`src/rtl/dshot_pkg.sv`:
```
package dshot_pkg;

    typedef enum logic [1:0] {
        ST_IDLE,
        ST_LEAD,
        ST_DATA,
        ST_TAIL
    } dtx_state_e;

endpackage

```
`src/rtl/dshot_value_map.sv`:
```
module dshot_value_map #(
    parameter int CMD_W   = 16,
    parameter int VAL_W   = 11,
    parameter int CMD_MIN = 1000,
    parameter int CMD_MAX = 2000,
    parameter int OFFSET  = 47
) (
    input  logic [CMD_W-1:0] cmd_us,
    input  logic             rev_mode,
    output logic [VAL_W-1:0] value
);
    localparam int LW = VAL_W + 1;
    localparam logic [CMD_W-1:0] MIN_C = CMD_W'(CMD_MIN);
    localparam logic [CMD_W-1:0] MAX_C = CMD_W'(CMD_MAX);
    localparam logic [LW-1:0]    MID_V = LW'(CMD_MAX - CMD_MIN);
    localparam logic [LW-1:0]    TOP_V = LW'(2 * (CMD_MAX - CMD_MIN));
    localparam logic [LW-1:0]    OFS_V = LW'(OFFSET);

    logic [CMD_W-1:0] clamped;
    logic [CMD_W-1:0] diff;
    logic [LW-1:0]    lin;
    logic [LW-1:0]    mapped;
    logic [LW-1:0]    sum;

    always_comb begin
        if (cmd_us < MIN_C) begin
            clamped = MIN_C;
        end else if (cmd_us > MAX_C) begin
            clamped = MAX_C;
        end else begin
            clamped = cmd_us;
        end
        diff = clamped - MIN_C;
        lin  = LW'({diff, 1'b0});
        if (!rev_mode) begin
            mapped = lin;
        end else if (lin < MID_V) begin
            mapped = TOP_V - lin;
        end else if (lin > MID_V) begin
            mapped = lin - MID_V;
        end else begin
            mapped = '0;
        end
        sum = mapped + OFS_V;
        if (mapped == '0) begin
            value = '0;
        end else begin
            value = VAL_W'(sum);
        end
    end

endmodule

```
`src/rtl/dshot_frame_build.sv`:
```
module dshot_frame_build #(
    parameter int VAL_W = 11,
    parameter int CS_W  = 4,
    localparam int WW      = VAL_W + 1,
    localparam int FRAME_W = WW + CS_W
) (
    input  logic [VAL_W-1:0]   value,
    input  logic               telem,
    output logic [FRAME_W-1:0] frame
);
    localparam int NIB = WW / CS_W;

    logic [WW-1:0]   word;
    logic [CS_W-1:0] nib [NIB];
    logic [CS_W-1:0] csum;

    assign word = {value, telem};

    genvar gi;
    generate
        for (gi = 0; gi < NIB; gi++) begin : g_nib
            assign nib[gi] = word[gi*CS_W +: CS_W];
        end
    endgenerate

    always_comb begin
        csum = '0;
        for (int i = 0; i < NIB; i++) begin
            csum = csum ^ nib[i];
        end
        frame = {word, csum};
    end

endmodule

```
`src/rtl/dshot_tick_gen.sv`:
```
module dshot_tick_gen #(
    parameter int BASE_DIV = 8,
    parameter int RATE_W   = 2
) (
    input  logic              clk,
    input  logic              rst_n,
    input  logic              run,
    input  logic [RATE_W-1:0] rate,
    output logic              tick
);
    localparam int NRATE   = 2 ** RATE_W;
    localparam int MAX_DIV = BASE_DIV << (NRATE - 1);
    localparam int DW      = $clog2(MAX_DIV + 1);
    localparam logic [RATE_W-1:0] TOP_CODE = RATE_W'(NRATE - 1);

    logic [DW-1:0]     cnt;
    logic [DW-1:0]     div_len;
    logic [RATE_W-1:0] sh;

    always_comb begin
        sh      = TOP_CODE - rate;
        div_len = DW'(BASE_DIV) << sh;
        tick    = run && (cnt == div_len - DW'(1));
    end

    always_ff @(posedge clk or negedge rst_n) begin
        if (!rst_n) begin
            cnt <= '0;
        end else if (!run || tick) begin
            cnt <= '0;
        end else begin
            cnt <= cnt + DW'(1);
        end
    end

endmodule

```
`src/rtl/dshot_tx.sv`:
```
module dshot_tx
    import dshot_pkg::*;
#(
    parameter int CMD_W          = 16,
    parameter int RATE_W         = 2,
    parameter int TICKS_PER_BIT  = 20,
    parameter int HIGH_ONE       = 14,
    parameter int HIGH_ZERO      = 7,
    parameter int LEAD_SLOTS     = 2,
    parameter int TAIL_SLOTS     = 2,
    parameter int BASE_DIV       = 8,
    parameter int REFRESH_CYCLES = 80000
) (
    input  logic              clk,
    input  logic              rst_n,
    input  logic [CMD_W-1:0]  cmd_us,
    input  logic              rev_mode,
    input  logic              telem_req,
    input  logic [RATE_W-1:0] rate_sel,
    input  logic              send,
    output logic              line_out,
    output logic              busy
);
    localparam int VAL_W    = 11;
    localparam int FRAME_W  = 16;
    localparam int TW       = $clog2(TICKS_PER_BIT);
    localparam int SLOT_MAX = (FRAME_W > LEAD_SLOTS)
                            ? ((FRAME_W > TAIL_SLOTS) ? FRAME_W : TAIL_SLOTS)
                            : ((LEAD_SLOTS > TAIL_SLOTS) ? LEAD_SLOTS : TAIL_SLOTS);
    localparam int SW       = $clog2(SLOT_MAX) + 1;
    localparam int RW       = $clog2(REFRESH_CYCLES + 1);

    localparam logic [TW-1:0] TICK_LAST = TW'(TICKS_PER_BIT - 1);
    localparam logic [TW-1:0] HI1       = TW'(HIGH_ONE);
    localparam logic [TW-1:0] HI0       = TW'(HIGH_ZERO);
    localparam logic [SW-1:0] LEAD_LAST = SW'(LEAD_SLOTS - 1);
    localparam logic [SW-1:0] DATA_LAST = SW'(FRAME_W - 1);
    localparam logic [SW-1:0] TAIL_LAST = SW'(TAIL_SLOTS - 1);
    localparam logic [RW-1:0] REF_LAST  = RW'(REFRESH_CYCLES - 1);

    dtx_state_e state_q, state_d;

    logic [TW-1:0]      tick_cnt;
    logic [SW-1:0]      slot_cnt;
    logic [FRAME_W-1:0] shift_q;
    logic [CMD_W-1:0]   cmd_q;
    logic               rev_q;
    logic [RATE_W-1:0]  rate_q;
    logic               telem_pend;
    logic [RW-1:0]      refresh_cnt;

    logic               tick;
    logic               slot_end;
    logic               start_strobe;
    logic               refresh_fire;
    logic               start_any;
    logic [CMD_W-1:0]   src_cmd;
    logic               src_rev;
    logic               src_tel;
    logic [VAL_W-1:0]   value;
    logic [FRAME_W-1:0] frame;

    // Start requests and frame source selection
    always_comb begin
        start_strobe = (state_q == ST_IDLE) && send && (cmd_us != '0);
        refresh_fire = (state_q == ST_IDLE) && !send && (cmd_q != '0)
                       && (refresh_cnt == REF_LAST);
        start_any    = start_strobe || refresh_fire;
        src_cmd      = start_strobe ? cmd_us    : cmd_q;
        src_rev      = start_strobe ? rev_mode  : rev_q;
        src_tel      = start_strobe ? telem_req : telem_pend;
        slot_end     = tick && (tick_cnt == TICK_LAST);
    end

    dshot_value_map #(
        .CMD_W (CMD_W),
        .VAL_W (VAL_W)
    ) u_map (
        .cmd_us   (src_cmd),
        .rev_mode (src_rev),
        .value    (value)
    );

    dshot_frame_build #(
        .VAL_W (VAL_W),
        .CS_W  (4)
    ) u_build (
        .value (value),
        .telem (src_tel),
        .frame (frame)
    );

    dshot_tick_gen #(
        .BASE_DIV (BASE_DIV),
        .RATE_W   (RATE_W)
    ) u_tick (
        .clk   (clk),
        .rst_n (rst_n),
        .run   (state_q != ST_IDLE),
        .rate  (rate_q),
        .tick  (tick)
    );

    // Next-state logic
    always_comb begin
        state_d = state_q;
        unique case (state_q)
            ST_IDLE: if (start_any)                           state_d = ST_LEAD;
            ST_LEAD: if (slot_end && slot_cnt == LEAD_LAST)   state_d = ST_DATA;
            ST_DATA: if (slot_end && slot_cnt == DATA_LAST)   state_d = ST_TAIL;
            ST_TAIL: if (slot_end && slot_cnt == TAIL_LAST)   state_d = ST_IDLE;
            default:                                          state_d = ST_IDLE;
        endcase
    end

    // State register and datapath registers
    always_ff @(posedge clk or negedge rst_n) begin
        if (!rst_n) begin
            state_q     <= ST_IDLE;
            tick_cnt    <= '0;
            slot_cnt    <= '0;
            shift_q     <= '0;
            cmd_q       <= '0;
            rev_q       <= 1'b0;
            rate_q      <= '0;
            telem_pend  <= 1'b0;
            refresh_cnt <= '0;
        end else begin
            state_q <= state_d;

            if (state_q == ST_IDLE) begin
                tick_cnt <= '0;
            end else if (tick) begin
                tick_cnt <= (tick_cnt == TICK_LAST) ? '0 : tick_cnt + TW'(1);
            end

            if (state_d != state_q) begin
                slot_cnt <= '0;
            end else if (slot_end) begin
                slot_cnt <= slot_cnt + SW'(1);
            end

            if (start_any) begin
                shift_q <= frame;
            end else if (state_q == ST_DATA && slot_end) begin
                shift_q <= {shift_q[FRAME_W-2:0], 1'b0};
            end

            if (state_q == ST_IDLE && send) begin
                cmd_q <= cmd_us;
                rev_q <= rev_mode;
            end

            if (start_strobe) begin
                rate_q     <= rate_sel;
                telem_pend <= telem_req;
            end else if (state_q == ST_TAIL && state_d == ST_IDLE) begin
                telem_pend <= 1'b0;
            end

            if (state_q != ST_IDLE || send || start_any || cmd_q == '0) begin
                refresh_cnt <= '0;
            end else begin
                refresh_cnt <= refresh_cnt + RW'(1);
            end
        end
    end

    // Outputs
    always_comb begin
        busy     = (state_q != ST_IDLE);
        line_out = (state_q == ST_DATA) && (tick_cnt < (shift_q[FRAME_W-1] ? HI1 : HI0));
    end

endmodule

```
`config.mk`:
```
export PLATFORM = sky130hd
export DESIGN_NAME = dshot_tx
export DESIGN_NICKNAME = d
export VERILOG_FILES = /design/src/rtl/dshot_pkg.sv /design/src/rtl/dshot_value_map.sv /design/src/rtl/dshot_frame_build.sv /design/src/rtl/dshot_tick_gen.sv /design/src/rtl/dshot_tx.sv
export SDC_FILE = /design/constraint.sdc
export NUM_CORES = 1
export LEC_CHECK = 0
export ABC_AREA = 1
export BUFFER_PORTS_ARGS = -buffer_cell sky130_fd_sc_hd__clkbuf_2
export CORE_MARGIN = 2
export CORE_UTILIZATION = 48
export CTS_CLUSTER_DIAMETER = 50
export DETAILED_ROUTE_END_ITERATION = 10
export GPL_TIMING_DRIVEN = 0
export PLACE_DENSITY = 0.67
export SYNTH_ARGS = -nofsm -noshare
export SYNTH_HDL_FRONTEND = slang
export SYNTH_SLANG_ARGS = --single-unit
```
`constraint.sdc`:
```
create_clock -name clk -period 4.24 [get_ports clk]
set_clock_uncertainty 0.2 [all_clocks]
set_input_delay 0 -clock clk [delete_from_list [all_inputs] [get_ports clk]]
set_output_delay 0 -clock clk [all_outputs]
set_load 0.01 [all_outputs]
```
==> metrics.log, run 1 <==
[metrics] run status: finished, violations left
[metrics] violations in the final reports: setup timing
[metrics] core area: 0.0104 mm2
[metrics] summed instance area of the synthesized netlist: around 0.0052 mm2
[metrics] asr flop ratio synth: 100%
[metrics] maximum vdd drop: roughly 0.43 mV
[metrics] total of max-cap violations: 0
[metrics] sequential share of the synthesized area: between 30% and 40%
[metrics] CTS H-tree lvls: 3
[metrics] setup repair after global routing missed its margin: yes
[metrics] Post-Layout Cell Count: just under 1000
[metrics] overall die height: 108 um
[metrics] number of distinct library cell variants in the gate-level netlist after synthesis: 45
[metrics] multi-input combinational cell area: approximately 0.0033 mm2
[metrics] Slew Limit Headroom: approximately 46%
[metrics] achievable clock frequency: ~230 MHz
[metrics] starting utilization of the core area: about half
[metrics] min setup slack post-route: -0.173 ns
[metrics] buffers added on ports: 24
[metrics] Post-synth EDFFs: 0
[metrics] global router's overall resource usage: about a quarter
[metrics] clk buf depth: 2
[metrics] metal2 WL: between 6000 and 7000 um
[metrics] Placed Instances: just over 900
[metrics] number of routed nets with antenna violations: 0
[metrics] worst-margin pin slew: 0.803 ns
[metrics] startpoint of the lowest-slack register-to-register path: state_q[1]
[metrics] post-synthesis sequential element count: 72
[metrics] type of destination of the critical path: flop
[metrics] worst slack at placement: -0.554 ns
[metrics] capturing point of the worst reg2reg path: shift_q[3]
[metrics] pin count of the biggest net entering global routing: 40
[metrics] area share of the largest cell type after synthesis: 34.9%
[metrics] setup total negative slack: -1.05 ns
[metrics] final routed wire length divided by cell count: roughly 14 um
[metrics] number of max-slew violations in the final report: 0
[metrics] share of the core filled with cells in the final layout: around 64%
[metrics] metal3 WL: approximately 520 um
[metrics] number of clock buffers inserted by TritonCTS: 9
[metrics] cell leakage power: 3.28 nW
[metrics] vias after detailed routing: between 5000 and 6000
[metrics] layout cells sized above 1: between 20% and 30%
[metrics] post-route cell area: approximately 0.0067 mm2
[metrics] Final Routed Wirelength: 13400 um
[metrics] number of clock sinks seen by CTS: about 70
[metrics] Yosys warnings: 0
[metrics] library cell with the largest summed area after synthesis: sky130_fd_sc_hd__dfrtp_1
[metrics] most common cell in the synthesized netlist: sky130_fd_sc_hd__nand2_1
[metrics] number of antenna diodes: 0
[metrics] cell types with the largest area share after synthesis: sky130_fd_sc_hd__dfrtp_1 (35%), sky130_fd_sc_hd__nand2_1 (16%), sky130_fd_sc_hd__inv_1 (7.3%)
[metrics] Final Setup Violations: 12
[metrics] mean instance size in the synthesized netlist: about 7 um2
[metrics] Site Rows: 37
[metrics] residual overflow from global routing: 0
[metrics] crit-path max cell delay: 0.40 ns
[metrics] required arrival time at the worst endpoint: between 4 and 5 ns
[metrics] Synth-to-Final Area Change: 28.8%
[metrics] num ports: 25
[metrics] share of the clock period used by the worst path after layout: 104%
[metrics] vias in the first global route: 5185
[metrics] Hold Path Cell Cnt: 4
[metrics] Critical Path AT: around 4.5 ns
[metrics] count of fill cells added during filler insertion: about 900
[metrics] Total Power: ~4.1 mW
[metrics] drt first pass iters: 5
[metrics] CP most frequent cell: sky130_fd_sc_hd__nand2_4
[metrics] class of the tightest hold or removal check: input pin to flop
[metrics] origin of the worst min-delay path: rate_sel[1]
[metrics] most used flip-flop cell after synthesis: sky130_fd_sc_hd__dfrtp_1
[metrics] initial antenna violation count: 0
[metrics] instance count of the mapped netlist: 748
[metrics] final hold violation count: 0
[metrics] count of nets after finishing: between 800 and 900
[metrics] leading post-synthesis cells by instance count: sky130_fd_sc_hd__nand2_1 (214), sky130_fd_sc_hd__inv_1 (100), sky130_fd_sc_hd__nor2_1 (90), sky130_fd_sc_hd__dfrtp_1 (72), sky130_fd_sc_hd__nand3_1 (56)
[metrics] clock root buffer: sky130_fd_sc_hd__clkbuf_8
[metrics] WHS Endpoint: rate_q[1]
[metrics] global-route wire length before repair: approximately 23000 um
[metrics] Post-Syn Nets: 788
[metrics] CP max-delay cell: sky130_fd_sc_hd__dfrtp_1
[metrics] total power divided by cell area: around 620 mW/mm2
[metrics] crit path time final: about 4.4 ns
[metrics] detail-routed via count per cell: 5.24
[metrics] worst reg-to-reg path cell count: 34
[metrics] Hold Slack: roughly 0.22 ns
[metrics] width of the die: about 110 um
[metrics] Final GP Congestion: ~0.86
[metrics] insertion delay of the later-clocked pin in the worst-skew pair: approximately 0.35 ns
[metrics] TritonCTS clock tree: yes
[metrics] area of the die: approximately 0.012 mm2
[metrics] register cell area after layout: 0.00180 mm2
[metrics] clk slew on worst S/H paths: about 0.08 ns
[metrics] HPWL after detailed placement: between 9000 and 10000 um
[metrics] max layer used: met4
[metrics] startpoint-to-endpoint class of the critical path: flop to flop
[metrics] CP Launch Type: flop
[metrics] instance area after placement: ~0.0055 mm2
[metrics] top fanout value on the critical path: 10
[metrics] number of design rule violations left after detail routing: 0
[metrics] internal reg-to-reg setup slack: -0.17 ns
[metrics] Post-Route M1 WL: about 6000 um
[metrics] violation count after the first detailed-routing iteration: between 200 and 300
layout make-up:
type                            instances  area share (%)
Clock inverter                          5           0.846
Multi-Input combinational cell        559            48.9
Tap cell                              136            2.56
Buffer                                 11            1.22
Sequential cell                        72            27.1
Timing Repair Buffer                   90            11.2
Clock buffer                           11            2.12
Inverter                              107            6.15
routing by layer:
metal | vias up | track usage [%]
li1 | 2590 | -
met1 | 2462 | 30.6
met4 | 0 | 7.60
met3 | 17 | 3.15
met2 | 128 | 43.0
met5 | - | 0
worst max-delay path: cells and delay by family, from the launching register on:
kind | cells | cell delay (ns)
buffers and inverters | 4 | 0.38
flip-flops | 1 | 0.40
AO/OA/AOI/OAI | 2 | 0.43
AND/OR/NAND/NOR | 26 | 2.48
adder cells (fa/ha/maj) | 2 | 0.39
report_power, final:
part	switching, mW	internal [mW]
Combinational	1.64	0.993
Clock	0.271	0.287
Sequential	0.101	0.848
Total	2.01	2.13
logic make-up (layout without fill, tap and decap cells):
| kind of cell | count (synthesis) | after routing | share of synthesized area [%] |
|---|---|---|---|
| AO/OA/AOI/OAI | 90 | 90 | 10.4 |
| XOR/XNOR | 19 | 19 | 3.73 |
| adder cells (fa/ha/maj) | 17 | 17 | 4.12 |
| buffers and inverters | 118 | 224 | 9.27 |
| flip-flops | 72 | 72 | 34.9 |
| AND/OR/NAND/NOR | 432 | 433 | 37.6 |
flip-flops by register name, indices dropped and copies added, names as in the netlist, 2 cells and up:
name and count:
shift_q 16, tick_cnt 5, cmd_q 16, refresh_cnt 17
slot_cnt 5, u_tick.cnt 7, rate_q 2, state_q 2
what timing repair did:
action / 4_1_cts / 5_1_grt
hold buffers: 28 / 0
resized for setup: 38 / 55
pin swaps: 33 / 21
setup endpoints to repair: 15 / 15
endpoints found under the hold margin: 96 / 0
buffers inserted: 27 / 9
cloned: 1 / 1
layout by cell type (no fill, tap or decap), types with 10 or more instances in the layout:
| cell type | count |
|---|---|
| sky130_fd_sc_hd__nand2_1 | 189 |
| sky130_fd_sc_hd__nand2_4 | 16 |
| sky130_fd_sc_hd__ha_1 | 14 |
| sky130_fd_sc_hd__nor2_1 | 78 |
| sky130_fd_sc_hd__clkbuf_8 | 10 |
| sky130_fd_sc_hd__dfrtp_1 | 72 |
| sky130_fd_sc_hd__xor2_1 | 15 |
| sky130_fd_sc_hd__dlygate4sd3_1 | 27 |
| sky130_fd_sc_hd__nand2_2 | 36 |
| sky130_fd_sc_hd__nand3_1 | 44 |
| sky130_fd_sc_hd__a21oi_1 | 13 |
| sky130_fd_sc_hd__clkbuf_2 | 23 |
| sky130_fd_sc_hd__nor2_2 | 12 |
| sky130_fd_sc_hd__nand4_1 | 10 |
| sky130_fd_sc_hd__inv_1 | 94 |
| sky130_fd_sc_hd__o21ai_0 | 39 |
| sky130_fd_sc_hd__nand3_2 | 14 |
| sky130_fd_sc_hd__buf_4 | 32 |
worst max-delay path by stage:
stage               startpoint    endpoint  slack, ns  cells after the start
floorplan           state_q[0]  shift_q[3]      0.008                     35
global placement    state_q[0]  shift_q[3]      -0.49                     35
detailed placement  state_q[0]  shift_q[3]      -0.55                     35
CTS                 state_q[1]  shift_q[3]      -0.05                     37
global route        state_q[1]  shift_q[3]      -0.44                     34
finish              state_q[1]  shift_q[3]      -0.17                     34
Note: power is estimated with default switching activity, not from simulation.
==> inputs of run 2 (changes only) <==
PLACE_DENSITY = 0.64   (was 0.67)
SETUP_SLACK_MARGIN = 0.3   (was default)
==> metrics.log, run 2 (synthesis results as in run 1) <==
[metrics] Hold Path Cell Cnt: 6
[metrics] worst reg-to-reg path cell count: 33
[metrics] Final Routed Wirelength: 14400 um
[metrics] origin of the worst min-delay path: send
[metrics] CP max-delay cell: sky130_fd_sc_hd__dfrtp_1
[metrics] most used cells in the layout excluding fill and tap cells: sky130_fd_sc_hd__nand2_1 (182), sky130_fd_sc_hd__inv_1 (90), sky130_fd_sc_hd__nor2_1 (79)
[metrics] number of antenna diodes: 0
[metrics] startpoint-to-endpoint class of the critical path: flop to flop
[metrics] residual overflow from global routing: 0
[metrics] pin count of the biggest net entering global routing: 37
[metrics] register with the most flip-flops: refresh_cnt
[metrics] run status: finished, violations left
[metrics] starting utilization of the core area: 49.8%
[metrics] maximum vdd drop: about 0.48 mV
[metrics] Final Setup Violations: 13
[metrics] HPWL after detailed placement: 9310 um
[metrics] Synth-to-Final Area Change: 34.9%
[metrics] crit path time final: between 4 and 5 ns
[metrics] number of clock buffers inserted by TritonCTS: 9
[metrics] Slew Limit Headroom: a little under a third
[metrics] capturing point of the worst reg2reg path: shift_q[6]
[metrics] total of max-cap violations: 0
[metrics] violation count after the first detailed-routing iteration: between 200 and 300
[metrics] startpoint of the lowest-slack register-to-register path: state_q[1]
[metrics] buffers added on ports: 24
[metrics] Critical Path AT: 4.50 ns
[metrics] worst-margin pin slew: 1.02 ns
[metrics] global-route wire length before repair: 23600 um
[metrics] num ports: 25
[metrics] drt first pass iters: 5
[metrics] area of the die: ~0.012 mm2
[metrics] setup repair after global routing missed its margin: yes
[metrics] largest registers ranked by flip-flop count: refresh_cnt: 17 flops, cmd_q: 16 flops, shift_q: 16 flops
[metrics] final hold violation count: 0
[metrics] number of flip-flops under the largest register name: 17
[metrics] count of nets after finishing: a little over 900
[metrics] worst slack at placement: -0.369 ns
[metrics] initial antenna violation count: 0
[metrics] top fanout value on the critical path: 8
[metrics] CTS H-tree lvls: 3
[metrics] total power divided by cell area: approximately 650 mW/mm2
[metrics] final routed wire length divided by cell count: roughly 14 um
[metrics] global router's overall resource usage: about a quarter
[metrics] Hold Slack: 0.0729 ns
[metrics] detail-routed via count per cell: about 5.2
[metrics] clk slew on worst S/H paths: approximately 0.09 ns
[metrics] required arrival time at the worst endpoint: between 4 and 5 ns
[metrics] number of max-slew violations in the final report: 0
[metrics] achievable clock frequency: between 200 and 250 MHz
[metrics] layout cells sized above 1: roughly 28%
[metrics] number of clock sinks seen by CTS: between 70 and 80
[metrics] setup total negative slack: -2.42 ns
[metrics] CP Launch Type: flop
[metrics] WHS Endpoint: cmd_q[11]
[metrics] count of fill cells added during filler insertion: 882
[metrics] class of the tightest hold or removal check: input pin to flop
[metrics] min setup slack post-route: -0.253 ns
[metrics] type of destination of the critical path: flop
[metrics] number of routed nets with antenna violations: 0
[metrics] insertion delay of the later-clocked pin in the worst-skew pair: between 0.3 and 0.4 ns
[metrics] width of the die: about 110 um
[metrics] Site Rows: 37
[metrics] vias in the first global route: around 5300
[metrics] clk buf depth: 2
[metrics] clock root buffer: sky130_fd_sc_hd__clkbuf_8
[metrics] number of design rule violations left after detail routing: 0
[metrics] crit-path max cell delay: 0.39 ns
[metrics] Final GP Congestion: between 0.8 and 0.9
[metrics] commonest non-fill, non-tap cell in the layout: sky130_fd_sc_hd__nand2_1
[metrics] core area: just over 0.01 mm2
[metrics] share of the clock period used by the worst path after layout: 106%
[metrics] TritonCTS clock tree: yes
[metrics] CP most frequent cell: sky130_fd_sc_hd__nand2_4
[metrics] cell leakage power: approximately 3.4 nW
[metrics] internal reg-to-reg setup slack: -0.25 ns
[metrics] vias after detailed routing: between 5000 and 6000
[metrics] violations in the final reports: setup timing
[metrics] overall die height: 108 um
-- run 2: where the power goes --
group / internal [mW] / switching (mW)
Combinational: 1.23 / 1.80
Clock: 0.279 / 0.281
Sequential: 0.847 / 0.0968
Total: 2.35 / 2.17
-- run 2: worst max path at each step --
stage / to / slack, ns / depth (start not counted) / from
final: shift_q[6] / -0.25 / 33 / state_q[1]
after global routing: shift_q[3] / -0.53 / 37 / state_q[1]
after global placement: shift_q[3] / -0.35 / 37 / state_q[0]
after detailed placement: shift_q[12] / -0.37 / 32 / state_q[1]
after CTS: shift_q[0] / -0.1 / 34 / state_q[0]
after floorplan: shift_q[3] / 0.14 / 35 / state_q[1]
-- run 2: final cells by class --
cell class,instances,area (um2),area share (%)
Buffer,11,85.1,1.22
Clock buffer,9,124,1.78
Clock inverter,7,80.1,1.15
Inverter,107,408,5.85
Multi-Input combinational cell,559,3320,47.6
Sequential cell,72,1800,25.8
Tap cell,136,170,2.44
Timing Repair Buffer,119,982,14.1
-- run 2: timing repair --
item / 4_1_cts / 5_1_grt
resized for setup: 39 / 65
setup buffers: 30 / 30
gates cloned: 2 / 0
hold endpoints to repair: 98 / 0
pin swaps: 38 / 49
hold buffers: 33 / 0
endpoints found under the setup margin: 15 / 21
-- run 2: worst max-delay path: cells and delay by family, from the launching register on --
kind	cells	cell delay, ns
AOI/OAI and AO/OA	4	0.63
adders and majority gates	2	0.43
DFF	1	0.39
buffers and inverters	8	0.92
and+or+nand+nor	19	1.80
-- run 2: stage by stage --
step           cell area, um2  util [%]  std cells  total power [mW]
3_5_place_dp             5570      53.8        909              3.02
2_1_floorplan            5260         -        748              2.60
5_1_grt                  6970      67.2       1020              4.89
4_1_cts                  6510      62.7        990              3.96
6_report                 6970      67.2       1020              4.53
3_3_place_gp             5550      53.5        908              2.96
-- run 2: layer usage --
| metal | global-route usage [%] | vias to the layer above | share of wire (%) | wire (um) |
|---|---|---|---|---|
| met3 | 4.24 | 13 | 3.2 | 463 |
| met5 | 0 | - | 0 | 0 |
| met4 | 7.97 | 0 | 1.2 | 166 |
| met1 | 31.9 | 2536 | 45 | 6500 |
| li1 | - | 2652 | - | - |
| met2 | 44.2 | 103 | 50 | 7260 |
==> inputs of run 3 (changes only) <==
HOLD_SLACK_MARGIN = 0.05   (was default)
SYNTH_HIERARCHICAL = 1   (was default)
==> metrics.log, run 3 <==
[metrics] instance area after placement: a little over 0.006 mm2
[metrics] mean instance size in the synthesized netlist: around 6.8 um2
[metrics] setup total negative slack: -5.62 ns
[metrics] fraction of the mapped netlist area in adder cells: ~3.8%
[metrics] Placed Instances: 999
[metrics] Post-Syn Nets: approximately 870
[metrics] leading post-synthesis cells by instance count: sky130_fd_sc_hd__nand2_1 (216), sky130_fd_sc_hd__inv_1 (123), sky130_fd_sc_hd__nor2_1 (96), sky130_fd_sc_hd__dfrtp_1 (72), sky130_fd_sc_hd__nand3_1 (54)
[metrics] global router's overall resource usage: between 20 and 25%
[metrics] cell depth of the worst setup path: 44
[metrics] capturing point of the worst reg2reg path: shift_q[2]
[metrics] Synth-to-Final Area Change: 35.5%
[metrics] worst slack at placement: -0.981 ns
[metrics] class of the tightest hold or removal check: input pin to flop
[metrics] Final Setup Violations: 15
[metrics] internal reg-to-reg setup slack: -0.47 ns
[metrics] main combinational cell family by area after synthesis: simple AND/OR/NAND/NOR gates
[metrics] CP max-delay cell: sky130_fd_sc_hd__dfrtp_1
[metrics] vias in the first global route: approximately 5700
[metrics] simple-gate share of the synthesized area: a little under two fifths
[metrics] share of the core filled with cells in the final layout: about two thirds
[metrics] sequential share of the synthesized area: 31.8%
[metrics] drt first pass iters: 5
[metrics] Total Power: 1.86 mW
[metrics] total power divided by cell area: 242 mW/mm2
[metrics] startpoint-to-endpoint class of the critical path: flop to flop
[metrics] multi-input combinational cell area: approximately 0.0036 mm2
[metrics] width of the die: around 110 um
[metrics] number of routed nets with antenna violations: 0
[metrics] library cell with the largest summed area after synthesis: sky130_fd_sc_hd__dfrtp_1
[metrics] TritonCTS clock tree: yes
[metrics] worst-margin pin slew: 0.491 ns
[metrics] vias after detailed routing: 5673
[metrics] pin count of the biggest net entering global routing: 48
[metrics] metal2 WL: between 7000 and 8000 um
[metrics] clock root buffer: sky130_fd_sc_hd__clkbuf_16
[metrics] type of destination of the critical path: flop
[metrics] number of clock sinks seen by CTS: 72
[metrics] required arrival time at the worst endpoint: 4.27 ns
[metrics] commonest non-fill, non-tap cell in the layout: sky130_fd_sc_hd__nand2_1
[metrics] most used cells in the layout excluding fill and tap cells: sky130_fd_sc_hd__nand2_1 (194), sky130_fd_sc_hd__inv_1 (103), sky130_fd_sc_hd__nor2_1 (84)
[metrics] compound-cell area share of the yosys netlist: under 10%
[metrics] violations in the final reports: setup timing
[metrics] detail-routed via count per cell: between 5 and 6
[metrics] count of nets after finishing: between 900 and 1000
[metrics] Slew Limit Headroom: 67.3%
[metrics] total of max-cap violations: 0
[metrics] insertion delay of the later-clocked pin in the worst-skew pair: approximately 0.33 ns
[metrics] count of fill cells added during filler insertion: slightly below 1000
[metrics] top fanout value on the critical path: 7
[metrics] min setup slack post-route: -0.468 ns
[metrics] starting utilization of the core area: between 40% and 50%
[metrics] num ports: 25
[metrics] asr flop ratio synth: 100%
[metrics] Post-synth EDFFs: 0
[metrics] setup repair after global routing missed its margin: yes
[metrics] cell leakage power: between 3 and 4 nW
[metrics] violation count after the first detailed-routing iteration: 338
[metrics] number of design rule violations left after detail routing: 0
[metrics] Yosys warnings: 6
[metrics] Site Rows: 39
[metrics] total buffers and inverters traversed by the critical path: 14
[metrics] number of max-slew violations in the final report: 0
[metrics] Critical Path AT: roughly 4.7 ns
[metrics] clk buf depth: 2
[metrics] start point of the critical path: state_q[0]
[metrics] overall die height: roughly 110 um
[metrics] CP most frequent cell: sky130_fd_sc_hd__nand2_1
[metrics] global-route wire length before repair: roughly 25000 um
[metrics] worst reg-to-reg path cell count: 44
[metrics] clk slew on worst S/H paths: ~0.06 ns
[metrics] share of the clock period used by the worst path after layout: 111%
[metrics] maximum vdd drop: 0.231 mV
[metrics] instance count of the mapped netlist: ~830
[metrics] number of antenna diodes: 0
[metrics] startpoint of the lowest-slack register-to-register path: state_q[0]
[metrics] number of flip-flops under the largest register name: 17
[metrics] area share of the largest cell type after synthesis: 31.8%
[metrics] Post-Route M1 WL: ~6600 um
[metrics] metal3 WL: ~660 um
[metrics] Post-Layout Cell Count: 1106
[metrics] number of clock buffers inserted by TritonCTS: 9
[metrics] most used flip-flop cell after synthesis: sky130_fd_sc_hd__dfrtp_1
[metrics] summed instance area of the synthesized netlist: between 0.005 and 0.006 mm2
[metrics] most common cell in the synthesized netlist: sky130_fd_sc_hd__nand2_1
[metrics] CP Launch Type: flop
[metrics] residual overflow from global routing: 0
[metrics] portion of netlist area occupied by mux cells: 0%
[metrics] register cell area after layout: 0.00180 mm2
[metrics] crit path time final: approximately 4.7 ns
[metrics] CTS H-tree lvls: 3
[metrics] largest registers ranked by flip-flop count: refresh_cnt: 17 flops, cmd_q: 16 flops, shift_q: 16 flops
[metrics] final routed wire length divided by cell count: ~14 um
[metrics] buffers added on ports: 24
[metrics] area of the die: ~0.013 mm2
[metrics] cell types with the largest area share after synthesis: sky130_fd_sc_hd__dfrtp_1 (32%), sky130_fd_sc_hd__nand2_1 (14%), sky130_fd_sc_hd__inv_1 (8.2%)
[metrics] post-synthesis sequential element count: a little over 70
[metrics] crit-path max cell delay: approximately 0.41 ns
[metrics] Hold Slack: about 0.068 ns
[metrics] HPWL after detailed placement: approximately 9900 um
[metrics] number of distinct library cell variants in the gate-level netlist after synthesis: 47
[metrics] post-route cell area: roughly 0.0077 mm2
[metrics] xor/xnor cell area share of the yosys netlist: 4.02%
[metrics] Final Routed Wirelength: 15100 um
[metrics] max layer used: met4
[metrics] register with the most flip-flops: refresh_cnt
[metrics] core area: 0.0115 mm2
[metrics] initial antenna violation count: 0
[metrics] Top Family by Delay on Critical Path: simple AND/OR/NAND/NOR gates
[metrics] final hold violation count: 0
[metrics] Final GP Congestion: between 0.9 and 1
[metrics] timing endpoint of the critical path: shift_q[2]
[metrics] layout cells sized above 1: roughly a third
[metrics] run status: finished, violations left
[metrics] achievable clock frequency: ~210 MHz
-- run 3: cell count changes after synthesis, moves of 7 or more --
cell                      previous run  this run
sky130_fd_sc_hd__buf_4               1        13
sky130_fd_sc_hd__inv_1             100       123
sky130_fd_sc_hd__inv_2               5        14
sky130_fd_sc_hd__nand2_2            24        17
sky130_fd_sc_hd__nand4_1            10        20
sky130_fd_sc_hd__o21ai_2             1         8
-- run 3: how the worst min path moves through the flow --
stage               depth (start not counted)               to  slack, ns   startpoint
global route                                6   refresh_cnt[6]       0.11         send
global placement                            3        rate_q[1]     -0.002  rate_sel[1]
finish                                      6  refresh_cnt[16]       0.07         send
floorplan                                   0         cmd_q[0]      -0.50        rst_n
CTS                                         6       state_q[0]       0.07         send
detailed placement                          1    u_tick/cnt[2]      -0.22        rst_n
-- run 3: cells by family after synthesis --
logic type                 Yosys count
and+or+nand+nor                    457
DFF                                 72
AOI/OAI and AO/OA                   92
buffers and inverters              167
xor gates and xnor gates            26
adders and majority gates           17
-- run 3: area by class of cell --
cell class / count / area share (%)
Clock inverter: 6 / 0.881
Buffer: 25 / 2.97
Inverter: 142 / 7.41
Timing Repair Buffer: 116 / 12.4
Sequential cell: 72 / 23.5
Clock buffer: 10 / 3.12
Tap cell: 143 / 2.33
Multi-Input combinational cell: 592 / 47.4
-- run 3: repair_timing --
item,CTS,global route
pin swaps,34,48
endpoints found under the hold margin,93,0
buffers inserted,52,15
gates resized for setup,69,64
gates cloned,1,0
hold buffers,23,0
endpoints found under the setup margin,15,15
-- run 3: metal layers --
| layer | track usage [%] | vias to the layer above |
|---|---|---|
| li1 | - | 2849 |
| met1 | 31.0 | 2647 |
| met2 | 41.8 | 153 |
| met3 | 5.02 | 24 |
| met4 | 7.80 | 0 |
| met5 | 0 | - |
-- run 3: worst register-to-register path, delay by kind of cell (launching register included) --
family                   cells  cell delay, ns
adder cells (fa/ha/maj)      2            0.34
XOR/XNOR                     1            0.16
buffers and inverters       14            1.08
flip-flops                   1            0.41
AND/OR/NAND/NOR             23            1.92
AO/OA/AOI/OAI                4            0.49
-- run 3: power by group --
part / leakage, nW / internal [mW] / switching [mW]
registers: 0.881 / 0.726 / 0.0336
logic: 2.78 / 0.141 / 0.176
clock network: 0.145 / 0.474 / 0.307
total: 3.80 / 1.34 / 0.517
